==> src/rtl/stby_pkg.sv <==
package stby_pkg;
    localparam int unsigned DATA_W  = 8;
    localparam int unsigned BIT_STP = 7;
    localparam int unsigned BIT_SLP = 6;
    localparam int unsigned BIT_SPL = 5;
    localparam int unsigned BIT_RST = 4;

    typedef enum logic [1:0] {
        MODE_RUN   = 2'd0,
        MODE_SLEEP = 2'd1,
        MODE_STOP  = 2'd2
    } mode_e;
endpackage

==> src/rtl/stby_mode_fsm.sv <==
module stby_mode_fsm
    import stby_pkg::*;
(
    input  logic  clk,
    input  logic  rst_n,
    input  logic  wr_ok,
    input  logic  cmd_stop,
    input  logic  cmd_sleep,
    input  logic  cmd_spl,
    input  logic  rst_start,
    input  logic  wake,
    output mode_e mode_q,
    output logic  spl_q
);
    typedef struct packed {
        mode_e mode;
        logic  spl;
    } fsm_t;

    fsm_t st_d, st_q;

    always_comb begin
        st_d = st_q;
        if (st_q.mode != MODE_RUN) begin
            if (wake) st_d.mode = MODE_RUN;
        end else if (wr_ok) begin
            if (rst_start) begin
                st_d.spl = 1'b0;
            end else begin
                st_d.spl = cmd_spl;
                if (cmd_stop)       st_d.mode = MODE_STOP;
                else if (cmd_sleep) st_d.mode = MODE_SLEEP;
            end
        end
    end

    always_ff @(posedge clk or negedge rst_n) begin
        if (!rst_n) st_q <= '{mode: MODE_RUN, spl: 1'b0};
        else        st_q <= st_d;
    end

    assign mode_q = st_q.mode;
    assign spl_q  = st_q.spl;
endmodule

==> src/rtl/stby_rst_timer.sv <==
module stby_rst_timer #(
    parameter int unsigned RST_CYC = 4
) (
    input  logic clk,
    input  logic rst_n,
    input  logic start,
    input  logic tick,
    output logic active
);
    localparam int unsigned CNT_W = (RST_CYC > 1) ? $clog2(RST_CYC) : 1;
    localparam logic [CNT_W-1:0] LAST = CNT_W'(RST_CYC - 1);

    typedef struct packed {
        logic             act;
        logic [CNT_W-1:0] cnt;
    } tmr_t;

    tmr_t t_d, t_q;

    always_comb begin
        t_d = t_q;
        if (!t_q.act) begin
            if (start) begin
                t_d.act = 1'b1;
                t_d.cnt = '0;
            end
        end else if (tick) begin
            if (t_q.cnt == LAST) begin
                t_d.act = 1'b0;
                t_d.cnt = '0;
            end else begin
                t_d.cnt = t_q.cnt + 1'b1;
            end
        end
    end

    always_ff @(posedge clk or negedge rst_n) begin
        if (!rst_n) t_q <= '0;
        else        t_q <= t_d;
    end

    assign active = t_q.act;
endmodule

==> src/rtl/stby_rd_mux.sv <==
module stby_rd_mux
    import stby_pkg::*;
(
    input  logic              sel,
    input  logic              spl,
    output logic [DATA_W-1:0] rdata
);
    always_comb begin
        rdata = '0;
        if (sel) begin
            rdata[BIT_SPL] = spl;
            rdata[BIT_RST] = 1'b1;
        end
    end
endmodule

==> src/rtl/stby_ctrl.sv <==
module stby_ctrl
    import stby_pkg::*;
#(
    parameter int unsigned ADDR_W   = 8,
    parameter int unsigned REG_ADDR = 8,
    parameter int unsigned RST_CYC  = 4
) (
    input  logic              clk,
    input  logic              rst_n,
    input  logic [ADDR_W-1:0] bus_addr,
    input  logic              bus_we,
    input  logic [DATA_W-1:0] bus_wdata,
    output logic [DATA_W-1:0] bus_rdata,
    input  logic              insn_tick,
    input  logic              wake,
    output logic              sleep_req,
    output logic              stop_req,
    output logic              pin_hiz,
    output logic              soft_rst,
    output logic [1:0]        mode_state
);
    localparam logic [ADDR_W-1:0] MY_ADDR = ADDR_W'(REG_ADDR);

    logic  sel, wr_ok, rst_start, spl_q;
    mode_e mode_q;

    assign sel       = (bus_addr == MY_ADDR);
    assign wr_ok     = sel && bus_we && !soft_rst && (mode_q == MODE_RUN);
    assign rst_start = wr_ok && !bus_wdata[BIT_RST];

    stby_mode_fsm i_fsm (
        .clk      (clk),
        .rst_n    (rst_n),
        .wr_ok    (wr_ok),
        .cmd_stop (bus_wdata[BIT_STP]),
        .cmd_sleep(bus_wdata[BIT_SLP]),
        .cmd_spl  (bus_wdata[BIT_SPL]),
        .rst_start(rst_start),
        .wake     (wake),
        .mode_q   (mode_q),
        .spl_q    (spl_q)
    );

    stby_rst_timer #(.RST_CYC(RST_CYC)) i_tmr (
        .clk   (clk),
        .rst_n (rst_n),
        .start (rst_start),
        .tick  (insn_tick),
        .active(soft_rst)
    );

    stby_rd_mux i_rd (
        .sel  (sel),
        .spl  (spl_q),
        .rdata(bus_rdata)
    );

    assign sleep_req  = (mode_q == MODE_SLEEP);
    assign stop_req   = (mode_q == MODE_STOP);
    assign pin_hiz    = (mode_q == MODE_STOP) && spl_q;
    assign mode_state = mode_q;
endmodule

==> config.mk <==
export PLATFORM = sky130hd
export DESIGN_NAME = stby_ctrl
export DESIGN_NICKNAME = d
export VERILOG_FILES = /design/src/rtl/stby_pkg.sv /design/src/rtl/stby_mode_fsm.sv /design/src/rtl/stby_rst_timer.sv /design/src/rtl/stby_rd_mux.sv /design/src/rtl/stby_ctrl.sv
export SDC_FILE = /design/constraint.sdc
export NUM_CORES = 1
export LEC_CHECK = 0
export ABC_AREA = 1
export BUFFER_PORTS_ARGS = -buffer_cell sky130_fd_sc_hd__buf_2
export CORE_UTILIZATION = 25
export DETAILED_ROUTE_END_ITERATION = 10
export HOLD_SLACK_MARGIN = 0.03
export PLACE_DENSITY = 0.62
export SYNTH_ARGS = -nofsm -noshare
export SYNTH_HDL_FRONTEND = slang
export SYNTH_SLANG_ARGS = --single-unit
==> constraint.sdc <==
create_clock -name clk -period 1.39 [get_ports clk]
set_input_delay 0.139 -clock clk [delete_from_list [all_inputs] [get_ports clk]]
set_output_delay 0.139 -clock clk [all_outputs]
set_load 0.1 [all_outputs]
**Word level (Yosys, flattened, before mapping)**

Cells that the tools add are included.

- Div/mod/pow operators: 0
- Magnitude comparators: 0
- Eq/ne operators: 7
- Muxes and demuxes: 13
- Reduce and logical (&&, ||, !) cells: 15
- $add $sub $neg: 1
- Bitwise operators: 1
- Multipliers: 0
- Shifts and indexed selects: 0

Operators by type and width:

| operator | number |
|---|---|
| $mux W2 | 7 |
| $mux W3 | 4 |
| $eq A8 B4 Y1 const B | 1 |
| $ne A2 B2 Y1 const B | 3 |
| $reduce_bool A2 Y1 | 3 |
| $logic_and A1 B1 Y1 | 5 |
| $eq A2 B2 Y1 const B | 2 |
| $reduce_and A2 Y1 | 2 |
| $reduce_and A4 Y1 | 1 |
| $reduce_bool A3 Y1 | 1 |
| $add A2 B1 Y2 const B | 1 |
| $eq A2 B1 Y1 const B | 1 |
| $logic_not A1 Y1 | 2 |
| $logic_not A2 Y1 | 1 |
| $mux W1 | 2 |
| $not A1 Y1 | 1 |

- Output and inout bits: 14
- Memories: 0
- Latch bits: 0
- Flip-flop bits (word level): 6
- ROM bits: 0
- Bits in writable memories: 0

**Depth between registers and ports, before layout**

- Depth in word-level cells: 8
- Gate-level depth with buffers: 9
- Mapped depth without buffers: 9

**By module**

A second synthesis with hierarchy kept.

- Cells, all modules: 80
- Area total of the unflattened synthesis: 536.8 um^2

Modules (own cells, without submodules):

| module | instances | cells an instance | area each (um^2) |
|---|---|---|---|
| stby_mode_fsm | 1 | 26 | 191.4 |
| stby_rst_timer | 1 | 17 | 143.9 |
| stby_ctrl | 1 | 27 | 137.6 |
| stby_rd_mux | 1 | 10 | 63.8 |

**Worst setup path after synthesis**

Ideal clock, no wire load.

- Kind: register -> output
- From: register i_fsm.st_q, in the netlist i_fsm.mode_q[1]
- To: output pin_hiz
- Cell stages (with the launch flop): 3
- Arrival: 3,204 ps
- Setup slack: -1,953 ps
- Cell sequence: dfrtp_1 -> inv_1 -> nor3_1

- Word-level cells in the longest chain between the ends: 2

RTL lines:

| item | RTL line | source |
|---|---|---|
| from (decl) | stby_mode_fsm.sv:20 | `fsm_t st_d, st_q;` |
| from (signal assigned) | stby_mode_fsm.sv:38 | `if (!rst_n) st_q <= '{mode: MODE_RUN, spl: 1'b0};` |
| from (signal assigned) | stby_mode_fsm.sv:39 | `else st_q <= st_d;` |
| $eq A2 B2 Y1 | stby_ctrl.sv:60 | `assign pin_hiz = (mode_q == MODE_STOP) && spl_q;` |
| $logic_and A1 B1 Y1 | stby_ctrl.sv:60 |  |
| to (decl) | stby_ctrl.sv:18 | `output logic pin_hiz,` |

Every way passes these cells.

**Worst setup path in the final report**

- From: register i_fsm.st_q, in the netlist i_fsm.mode_q[0]
- To: output pin_hiz

The elaborated chain is that of the path after synthesis.

==> results.yml <==
clock_network:
  cts_tree: "built"
  cts_buffers: 3
  clock_insertion_delay_worst_skew_ns: 0.24
  htree_levels: 1
  path_clk_slew_ns: 0.05
  cts_buffer_depth: 2
  root_buffer: "clkbuf_4"
  cts.sinks: 6
  cts-resized-gates: 0
setup_path:
  path_buf_inv: 1
  cpMaxStageDelayCell: "dfrtp_4"
  crit_fanout: 6
  timing.critical_path.cells: "nor3_4 > buf_12"
  start_kind: "flop"
  cpPeakStageDelay_ns: 0.52
  end_kind: "primary output"
  path_class: "flop to primary output"
  critPathTopFamily: "flip-flops"
  required_ns: 1.25
  cp.arrival_ns: 1.20
floorplanning:
  rows: 15
  chipHeight_um: 45.2
  ioPinCount: 35
  die_w_um: 45.2
  initial_core_util_pct: 26.7
  dieArea_mm2: 0.00204
  core_region_area_mm2: 0.00175
power_and_ir_drop:
  leakagePower_nw: 0.379
  p_per_area_mw_per_mm2: 759
  intPower_w: 0.000352
  seq_power_share_pct: 38.1
  irDropWorstVdd_uv: 395
  swShare_pct: 38.1
  pwr-share-clk_pct: 31.3
  pwr-share-comb_pct: 30.6
  p_switching_w: 0.000217
global_route:
  grt_pass1_vias: 410
  antenna_found_initial: 0
  grt_pass1_wl_um: 1440
  grt_max_degree: 7
  gr-total-overflow: 0
  track_usage_pct: 9.65
placement:
  pre_cts_ws_ns: 0.147
  place_congestion: 0.707
  portBuffers: 24
  placed_cell_area_um2: 713
  dpl.hpwl_um: 783
synthesis:
  yosysUniqueCellTypes: 16
  yosysTopAreaCellShare_pct: 32.2
  ys_warn_count: 0
  synth_seq_cells: 6
  synthCells: 66
  synth_top_cells_by_area: "dfrtp_1 (32%), nand2_1 (12%), buf_4 (11%)"
  postSynthAreaPerCell_um2: 7.07
  synth.cell_area_um2: 467
  synth_top_area_cell: "dfrtp_1"
  synth-seq-area-share_pct: 32.2
layout:
  diodes: 0
  layout_common_cells: "buf_2 (19), nand2_1 (15), nor2_1 (8)"
  layout-drive-gt1-share_pct: 48.9
  fin_area_um2: 749
  layout.nets: 117
  final_common_cell: "buf_2"
  syn2layout_area_growth_pct: 60.6
sta:
  fin_crit_ns: 1.34
  finalHoldViolCount: 0
  slew_violations: 0
  timing.final.crit_share_pct: 96.1
  layout_setup_ws_ns: 0.0547
  fin_skew_ns: 0.00608
  rsz0062_at_grt: "no"
  hold_ws_ns: 0.168
  fmax_ghz: 0.749
  setup-violations-final: 0
routing:
  via_per_inst: 3.97
  routedWlPerCell_um: 7.42
  ant_nets: 0
  dr.pass1.iters: 2
  drc: 0
  routed_wl_um: 883
  drt_iter0_drc: 4
  vias: 472
outcome:
  status: "finished clean"
flow_run:
  cap_viol_max_count: 0
hold_path:
  hp-class: "input port to flop"
## synth_stat cells
| cell | count |
|---|---|
| nand2_1 | 15 |
| nor2_1 | 10 |
| buf_4 | 7 |
| inv_1 | 7 |
| nand3_1 | 7 |
| dfrtp_1 | 6 |
| nor2_2 | 3 |
| nand2_2 | 2 |
| nor3_1 | 2 |
| conb_1 | 1 |
| ha_1 | 1 |
| inv_2 | 1 |
| nand3_2 | 1 |
| nand4_4 | 1 |
| nor2_4 | 1 |
| o21ai_0 | 1 |
## cells by family (layout without fill, tap and decap cells)
| family | count (synthesis) | after routing | share of synthesized area [%] |
|---|---|---|---|
| AND/OR/NAND/NOR | 42 | 42 | 45.6 |
| adder cells (fa/ha/maj) | 1 | 1 | 2.68 |
| other | 1 | 6 | 0.804 |
| AO/OA/AOI/OAI | 1 | 1 | 1.07 |
| buffers and inverters | 15 | 38 | 17.7 |
| flip-flops | 6 | 6 | 32.2 |
## per-stage QoR
step                      util (%)  instances  total power, W  TNS, ns
after global routing          42.9        119        0.000601        0
after floorplan                  -         71        0.000365   -0.345
after global placement        40.9        114        0.000389        0
final                         42.9        119        0.000569        0
after detailed placement      40.9        114        0.000393        0
after CTS                     42.9        119        0.000576        0
## power groups by stage
stage | Combinational [W] | Sequential [W] | Clock (W)
floorplan | 0.000137 | 0.000228 | 0
global placement | 0.000170 | 0.000218 | 0
detailed placement | 0.000173 | 0.000220 | 0
CTS | 0.000176 | 0.000217 | 0.000183
global route | 0.000190 | 0.000218 | 0.000193
finish | 0.000174 | 0.000217 | 0.000178
## worst register-to-register path, stage by stage, from the launching register on
cell     delay, ns
dfrtp_4       0.51
nor2_2        0.16
inv_2         0.05
nor2_2        0.07
nand3_1       0.09
nand2_2       0.10
nand2_2       0.05
nand2_1       0.05
nand2_1       0.05
## worst paths after layout
| kind | end | slack (ns) | start | cells after the start |
|---|---|---|---|---|
| worst max-delay path | pin_hiz | 0.05 | i_fsm.mode_q[0] | 2 |
| worst min-delay path | i_fsm.spl_q | 0.17 | bus_wdata[5] | 3 |
| worst max register to register | i_fsm.mode_q[0] | 0.15 | i_fsm.mode_q[1] | 8 |
| worst min register to register | i_fsm.spl_q | 0.49 | i_fsm.spl_q | 2 |
| max in group asynchronous | i_tmr.active | 0.99 | rst_n | 2 |
| min in group asynchronous | i_tmr.t_q[1] | 0.24 | rst_n | 2 |
## flip-flops by register name, indices dropped and copies added (netlist names)
name and flops:
i_fsm.spl_q 1, i_tmr.active 1, i_tmr.t_q 2, i_fsm.mode_q 2
## cell type report
| class | instances | area, µm² |
|---|---|---|
| Sequential cell | 6 | 159 |
| Fill cell | 190 | 996 |
| Timing Repair Buffer | 26 | 213 |
| Inverter | 8 | 30.0 |
| Clock buffer | 4 | 26.3 |
| Tap cell | 25 | 31.3 |
| Multi-Input combinational cell | 50 | 290 |
## timing repair
action                                 4_1_cts  5_1_grt
endpoints found under the hold margin        6        0
setup buffers                                0        0
hold buffers                                 1        0
## layer usage
| layer | global-route usage (%) | wire length [µm] | up-vias |
|---|---|---|---|
| met1 | 10.1 | 385 | 202 |
| met4 | 3.64 | 0 | 0 |
| li1 | - | - | 246 |
| met3 | 2.40 | 83 | 0 |
| met5 | 0 | 0 | - |
| met2 | 18.3 | 414 | 24 |
Note: power is estimated with default switching activity, not from simulation.
